### config.mk
export PLATFORM = sky130hd
export DESIGN_NAME = mdio_mgmt_bridge
export DESIGN_NICKNAME = d
export VERILOG_FILES = /design/src/rtl/mdio_mgmt_pkg.sv /design/src/rtl/mdio_clk_div.sv /design/src/rtl/mdio_frame_engine.sv /design/src/rtl/mdio_mgmt_bridge.sv
export SDC_FILE = /design/constraint.sdc
export NUM_CORES = 1
export LEC_CHECK = 0
export BUFFER_PORTS_ARGS = -buffer_cell sky130_fd_sc_hd__buf_2
export CAP_MARGIN = 10
export CORE_ASPECT_RATIO = 0.9
export CORE_MARGIN = 5
export CORE_UTILIZATION = 51
export CTS_CLUSTER_DIAMETER = 150
export CTS_CLUSTER_SIZE = 40
export DETAILED_ROUTE_END_ITERATION = 6
export PLACE_DENSITY = 0.83
export RECOVER_POWER = 25
export SLEW_MARGIN = 20
export SYNTH_ARGS = -nofsm -noshare
export SYNTH_HDL_FRONTEND = slang
export SYNTH_SLANG_ARGS = --single-unit
### constraint.sdc
create_clock -name clk -period 2 [get_ports clk]
set_clock_uncertainty 0.2 [all_clocks]
set_input_delay 0.1 -clock clk [delete_from_list [all_inputs] [get_ports clk]]
set_output_delay 0.1 -clock clk [all_outputs]
set_load 0.01 [all_outputs]
### src/rtl/mdio_mgmt_pkg.sv
package mdio_mgmt_pkg;

    typedef enum logic [2:0] {
        ST_IDLE,
        ST_PRE,
        ST_START,
        ST_OP,
        ST_PHY,
        ST_REG,
        ST_TA,
        ST_DATA
    } mdio_state_e;

    localparam logic [1:0] OPC_WRITE = 2'b01;
    localparam logic [1:0] OPC_READ  = 2'b10;
    localparam logic [1:0] SOF_BITS  = 2'b01;
    localparam logic [1:0] TA_WRITE  = 2'b10;
    localparam int         FRAME_LEN = 64;

    // Index of the final bit in each frame phase.
    function automatic logic [4:0] phase_last(input mdio_state_e st);
        unique case (st)
            ST_PRE:   phase_last = 5'd31;
            ST_PHY:   phase_last = 5'd4;
            ST_REG:   phase_last = 5'd4;
            ST_DATA:  phase_last = 5'd15;
            default:  phase_last = 5'd1;
        endcase
    endfunction

    // Successor of each frame phase.
    function automatic mdio_state_e phase_next(input mdio_state_e st);
        unique case (st)
            ST_IDLE:  phase_next = ST_PRE;
            ST_PRE:   phase_next = ST_START;
            ST_START: phase_next = ST_OP;
            ST_OP:    phase_next = ST_PHY;
            ST_PHY:   phase_next = ST_REG;
            ST_REG:   phase_next = ST_TA;
            ST_TA:    phase_next = ST_DATA;
            default:  phase_next = ST_IDLE;
        endcase
    endfunction

endpackage

### src/rtl/mdio_clk_div.sv
module mdio_clk_div #(
    parameter int CLK_DIV = 4
) (
    input  logic clk,
    input  logic rst_n,
    output logic mdc,
    output logic rise_tick,
    output logic fall_tick
);
    localparam int HALF = CLK_DIV / 2;
    localparam int CW   = (HALF > 1) ? $clog2(HALF) : 1;

    logic [CW-1:0] cnt_q;
    logic          wrap;

    assign wrap = (cnt_q == CW'(HALF - 1));

    always_ff @(posedge clk or negedge rst_n) begin
        if (!rst_n) begin
            cnt_q <= '0;
            mdc   <= 1'b0;
        end else if (wrap) begin
            cnt_q <= '0;
            mdc   <= ~mdc;
        end else begin
            cnt_q <= cnt_q + 1'b1;
        end
    end

    // Ticks mark the system-clock edge on which MDC changes level.
    assign rise_tick = wrap & ~mdc;
    assign fall_tick = wrap &  mdc;

    generate
        if (HALF > 1) begin : g_hold

            mdc_hold_chk: assert property (@(posedge clk) disable iff (!rst_n)
                !$stable(mdc) |=> $stable(mdc));
        end
    endgenerate

endmodule

### src/rtl/mdio_frame_engine.sv
module mdio_frame_engine
    import mdio_mgmt_pkg::*;
#(
    parameter logic [4:0] PHY_ADDR = 5'd1
) (
    input  logic        clk,
    input  logic        rst_n,
    input  logic        start,
    input  logic        is_write,
    input  logic [4:0]  reg_addr,
    input  logic [15:0] wdata,
    input  logic        mdc,
    input  logic        rise_tick,
    input  logic        fall_tick,
    input  logic        mdio_i,
    output logic        mdio_o,
    output logic        mdio_oe,
    output logic [15:0] rdata,
    output logic        done
);
    mdio_state_e          state_q, state_d;
    logic [4:0]           cnt_q, cnt_d;
    logic                 last;
    logic                 pend_q;
    logic                 wr_q;
    logic [FRAME_LEN-1:0] sr_q;
    logic [15:0]          rd_q;

    assign last = (cnt_q == phase_last(state_q));

    // Next-state logic: phases advance on MDC falling edges.
    always_comb begin
        state_d = state_q;
        cnt_d   = cnt_q;
        unique case (state_q)
            ST_IDLE: begin
                if (pend_q && fall_tick) begin
                    state_d = ST_PRE;
                    cnt_d   = '0;
                end
            end
            ST_PRE, ST_START, ST_OP, ST_PHY, ST_REG, ST_TA, ST_DATA: begin
                if (fall_tick) begin
                    if (last) begin
                        state_d = phase_next(state_q);
                        cnt_d   = '0;
                    end else begin
                        cnt_d = cnt_q + 5'd1;
                    end
                end
            end
        endcase
    end

    // State register.
    always_ff @(posedge clk or negedge rst_n) begin
        if (!rst_n) begin
            state_q <= ST_IDLE;
            cnt_q   <= '0;
        end else begin
            state_q <= state_d;
            cnt_q   <= cnt_d;
        end
    end

    // Frame shifter and read-data capture.
    always_ff @(posedge clk or negedge rst_n) begin
        if (!rst_n) begin
            pend_q <= 1'b0;
            wr_q   <= 1'b0;
            sr_q   <= '0;
            rd_q   <= '0;
        end else begin
            if (start && state_q == ST_IDLE && !pend_q) begin
                pend_q <= 1'b1;
                wr_q   <= is_write;
                sr_q   <= {{32{1'b1}}, SOF_BITS,
                           is_write ? OPC_WRITE : OPC_READ,
                           PHY_ADDR, reg_addr, TA_WRITE, wdata};
            end else if (state_q == ST_IDLE && fall_tick) begin
                pend_q <= 1'b0;
            end
            if (state_q != ST_IDLE && fall_tick) begin
                sr_q <= {sr_q[FRAME_LEN-2:0], 1'b0};
            end
            if (state_q == ST_DATA && rise_tick && !wr_q) begin
                rd_q <= {rd_q[14:0], mdio_i};
            end
        end
    end

    // Outputs.
    always_comb begin
        mdio_o  = sr_q[FRAME_LEN-1];
        rdata   = rd_q;
        done    = (state_q == ST_DATA) && fall_tick && last;
        unique case (state_q)
            ST_IDLE:               mdio_oe = 1'b0;
            ST_TA, ST_DATA:        mdio_oe = wr_q;
            default:               mdio_oe = 1'b1;
        endcase
    end


    mdio_edge_chk: assert property (@(posedge clk) disable iff (!rst_n)
        (mdio_oe && $past(mdio_oe) && !$stable(mdio_o)) |-> $fell(mdc));

endmodule

### src/rtl/mdio_mgmt_bridge.sv
module mdio_mgmt_bridge
    import mdio_mgmt_pkg::*;
#(
    parameter int         CLK_DIV    = 4,
    parameter int         ADDR_W     = 8,
    parameter logic [7:0] REG_OFFSET = 8'h60,
    parameter logic [4:0] PHY_ADDR   = 5'd1
) (
    input  logic              clk,
    input  logic              rst_n,
    input  logic              host_wr,
    input  logic [ADDR_W-1:0] host_addr,
    input  logic [31:0]       host_wdata,
    output logic [31:0]       host_rdata,
    output logic              mdc,
    input  logic              mdio_i,
    output logic              mdio_o,
    output logic              mdio_oe
);
    logic        flag_q;
    logic        mode_q;
    logic        busy_q;
    logic [7:0]  addr_q;
    logic [15:0] data_q;
    logic        accept;
    logic        rise_tick, fall_tick;
    logic        eng_done;
    logic [15:0] eng_rdata;
    logic [6:0]  unused_wbits;

    assign unused_wbits = host_wdata[30:24];
    assign accept = host_wr && (host_addr == ADDR_W'(REG_OFFSET)) && !busy_q;

    mdio_clk_div #(.CLK_DIV(CLK_DIV)) i_div (
        .clk       (clk),
        .rst_n     (rst_n),
        .mdc       (mdc),
        .rise_tick (rise_tick),
        .fall_tick (fall_tick)
    );

    mdio_frame_engine #(.PHY_ADDR(PHY_ADDR)) i_eng (
        .clk       (clk),
        .rst_n     (rst_n),
        .start     (accept),
        .is_write  (host_wdata[31]),
        .reg_addr  (host_wdata[20:16]),
        .wdata     (host_wdata[15:0]),
        .mdc       (mdc),
        .rise_tick (rise_tick),
        .fall_tick (fall_tick),
        .mdio_i    (mdio_i),
        .mdio_o    (mdio_o),
        .mdio_oe   (mdio_oe),
        .rdata     (eng_rdata),
        .done      (eng_done)
    );

    // Access register: bit 31 is busy for writes, valid for reads.
    always_ff @(posedge clk or negedge rst_n) begin
        if (!rst_n) begin
            flag_q <= 1'b0;
            mode_q <= 1'b0;
            busy_q <= 1'b0;
            addr_q <= '0;
            data_q <= '0;
        end else if (accept) begin
            flag_q <= host_wdata[31];
            mode_q <= host_wdata[31];
            busy_q <= 1'b1;
            addr_q <= host_wdata[23:16];
            data_q <= host_wdata[15:0];
        end else if (eng_done) begin
            busy_q <= 1'b0;
            flag_q <= !mode_q;
            if (!mode_q) begin
                data_q <= eng_rdata;
            end
        end
    end

    assign host_rdata = {flag_q, 7'b0, addr_q, data_q};


    busy_hold_chk: assert property (@(posedge clk) disable iff (!rst_n)
        (busy_q && host_wr) |=> $stable(addr_q));

    offset_ignore_chk: assert property (@(posedge clk) disable iff (!rst_n)
        (!busy_q && host_wr && host_addr != ADDR_W'(REG_OFFSET)) |=> ($stable(addr_q) && $stable(data_q)));

    idle_release_chk: assert property (@(posedge clk) disable iff (!rst_n)
        !busy_q |-> !mdio_oe);

    read_valid_chk: assert property (@(posedge clk) disable iff (!rst_n)
        (eng_done && !mode_q) |=> flag_q);

    write_clear_chk: assert property (@(posedge clk) disable iff (!rst_n)
        (eng_done && mode_q) |=> !flag_q);

endmodule

==> results.cfg <==
[clock_tree]
clock-sinks = 119
htreeDepth = 4
cts_root_buffer = clkbuf_8
numCtsBuffers = 17
clkLatencyLatePin_ps = 520
clk_pin_slew_worst_paths_ps = 60
clockBufferDepth = 2
cts_tree = yes

[outcome]
violations = negative setup slack
outcome = finished, violations left

[floorplan]
ioPinCount = 79
initial_utilization_pct = 52.76
die_y_um = 105.2
fp.dieW_um = 115.8
die_area_mm2 = 0.01219
core_area_mm2 = 0.009742
rows = 34

[synth]
synth_edf_count = 0
ys_types = 48
yosysSeqAreaShare_pct = 57.94
ys_warn_count = 0
dominantRegCellSynth = dfrtp_1
synth.largest_area_cell = dfrtp_1
syn_avg_cell_area_um2 = 10.28
yosys.area.top_type_share_pct = 57.94
ys_top_cells_by_count = dfrtp_1 (119), nor2_1 (100), nand2_1 (67), a21oi_1 (35), mux2_2 (25)
yosysMostFrequentCell = dfrtp_1
synthArstFlopShare_pct = 100.0
syn_area_mm2 = 0.005140
syn_inst = 500
netlist_top_cells_area = dfrtp_1 (58%), nor2_1 (7.3%), mux2_2 (5.5%)
ys_ff_latch = 119

[sta]
setup-violations-final = 21
grt_setup_unrepaired = true
worst_pin_slew_ps = 841.1
post-route-period-util_pct = 106.8
worst_slack_ps = -135.1
fmax_mhz = 468.4
slew_headroom_pct = 43.93
drv_slew = 0
whs_ps = 28.21
timing_hold_violations_final = 0
period_needed_ps = 2135
tns_ps = -1990

[drt]
drt_iter0_drc = 392
via_per_inst = 5.538
ant_nets = 0
drc_errors = 0
drt_wl_total_um = 12880
num_vias = 4120
first_pass_iters = 6
wl_per_cell_um = 17.31

[finish]
layout.nets = 652
fin_area_mm2 = 0.006690
area_growth_pct = 30.16
antenna_cells = 0
drive_above_1_share_pct = 31.39

[place]
portBuffers = 64
gp_congestion = 0.8225
hpwl_um = 7527
place_area_mm2 = 0.005699

[global_route]
grt_remaining_overflow = 0
grtUsageTotal_pct = 21.04
grt_max_degree = 59
gr-usage-met2_pct = 35.17
use_met3_pct = 4.928
grt_first_pass_wirelength_um = 20380
grt_pass1_vias = 4216
grt-busiest-layer = met2
grt_use_met1_pct = 26.35
antenna_found_initial = 0

[power_and_ir_drop]
leakagePower_nw = 3.026
peakVddDrop_v = 0.0006259
finalPower_mw = 5.768
power_density_mw_per_mm2 = 862.2

[setup_path]
worstSetupEndpointType = register
cp.buffers_inverters = 0
cp_top_family = simple AND/OR/NAND/NOR gates
arrival_ps = 2330
crit_required_ps = 2200
cp-start-kind = register
slowest_delay_ps = 470
cp_max_fo = 16
path_cells = nand2_1 -> nor4_1 -> nor3_2 -> a21oi_4 -> nand3_4 -> o221a_2
critPathKind = register to register
slowest_stage = dfrtp_2

[flow_run]
maxCapViolations = 0

[hold_path]
hp-class = input port to register
[per-layer routing]
layer  share of wire [%]  vias up
li1                    -     1904
met1                  41     2061
met2                  52      131
met3                 5.2       24
met4                 2.1        0
met5                   0        -
[timing repair]
action	in CTS	in global routing
setup buffers	1	5
resized for setup	9	11
hold buffers	29	0
cloned	0	1
pin swaps	1	3
endpoints found under the hold margin	170	0
endpoints found under the setup margin	42	64
[sequential cells by signal (all words and copies together), names as in the netlist, 3 cells and up]
register       cells
addr_q             8
data_q            16
i_eng.cnt_q        5
i_eng.rdata       16
i_eng.sr_q        64
i_eng.state_q      3
[worst register-to-register path, stage by stage (launching register included)]
cell,delay (ps)
dfrtp_2,470
nand2_1,100
nor4_1,360
nor3_2,120
a21oi_4,210
nand3_4,230
o221a_2,330
[cell families (layout without fill, tap and decap cells)]
logic type | count (synthesis) | count (layout) | share of synthesized area [%]
AOI/OAI and AO/OA | 95 | 95 | 12.78
xor gates and xnor gates | 7 | 7 | 1.193
adders and majority gates | 1 | 1 | 0.2434
buffers and inverters | 43 | 155 | 4.698
DFF | 119 | 119 | 57.94
muxes | 25 | 25 | 5.477
other | 1 | 7 | 0.07296
and+or+nand+nor | 209 | 209 | 17.60
[power breakdown]
group / internal, mW / switching [mW]
combinational: 0.127 / 0.129
clock: 1.95 / 1.09
sequential: 2.45 / 0.0235
[placed cells by master (no fill, tap or decap), types with 2 or more instances in the layout]
master           n
bufinv_16        3
buf_4           16
dfrtp_1        114
nor3_4           2
o221a_1         10
nand3_1          3
o221a_2          6
nand2_1         66
a31oi_1         22
dlygate4sd3_1   28
nor3_2           2
or2_2           16
nor3_1           2
o21ai_0         10
clkbuf_16       17
nand4_1          3
buf_2           63
buf_12           5
conb_1           7
buf_6            6
clkinvlp_4       5
nor4_1           2
a21oi_1         35
xor2_1           7
inv_1            2
nor2_1          98
mux2_2          25
dfrtp_2          5
clkbuf_2         4
clkbuf_8         3
[layout make-up]
class                   count  area (µm²)
fillers                   641        3052
flip-flops and latches    119        2984
multi-input cells         344        2021
repair buffers            123       928.4
clock buffers              19       441.7
well taps                 126       157.7
clock inverters            11       150.1
inverters                   2       7.507
[through the flow]
step / util (%) / instances / worst slack [ps]
2_1_floorplan: - / 506 / 2.158
3_3_place_gp: 58.50 / 678 / 20.17
3_5_place_dp: 58.50 / 678 / -59.80
4_1_cts: 68.16 / 738 / -47.84
5_1_grt: 68.67 / 744 / -203.2
6_report: 68.67 / 744 / -135.1
[path summary, 6_finish.rpt]
| path | slack [ps] | endpoint | startpoint | depth (start not counted) |
|---|---|---|---|---|
| worst min-delay path | 30 | i_eng.sr_q[28]$_DFFE_PN0P_ | host_wr | 5 |
| max in group asynchronous | 240 | i_eng.state_q[1]$_DFFE_PN0P_ | rst_n | 4 |
| worst max-delay path | -140 | data_q[13]$_DFFE_PN0P_ | i_eng.state_q[0]$_DFFE_PN0P_ | 6 |
| min in group asynchronous | 560 | data_q[4]$_DFFE_PN0P_ | rst_n | 4 |
| worst max register to register | -140 | data_q[13]$_DFFE_PN0P_ | i_eng.state_q[0]$_DFFE_PN0P_ | 6 |
| worst min register to register | 280 | i_eng.sr_q[27]$_DFFE_PN0P_ | i_eng.sr_q[26]$_DFFE_PN0P_ | 2 |
Power figures use the tool's default switching activity.
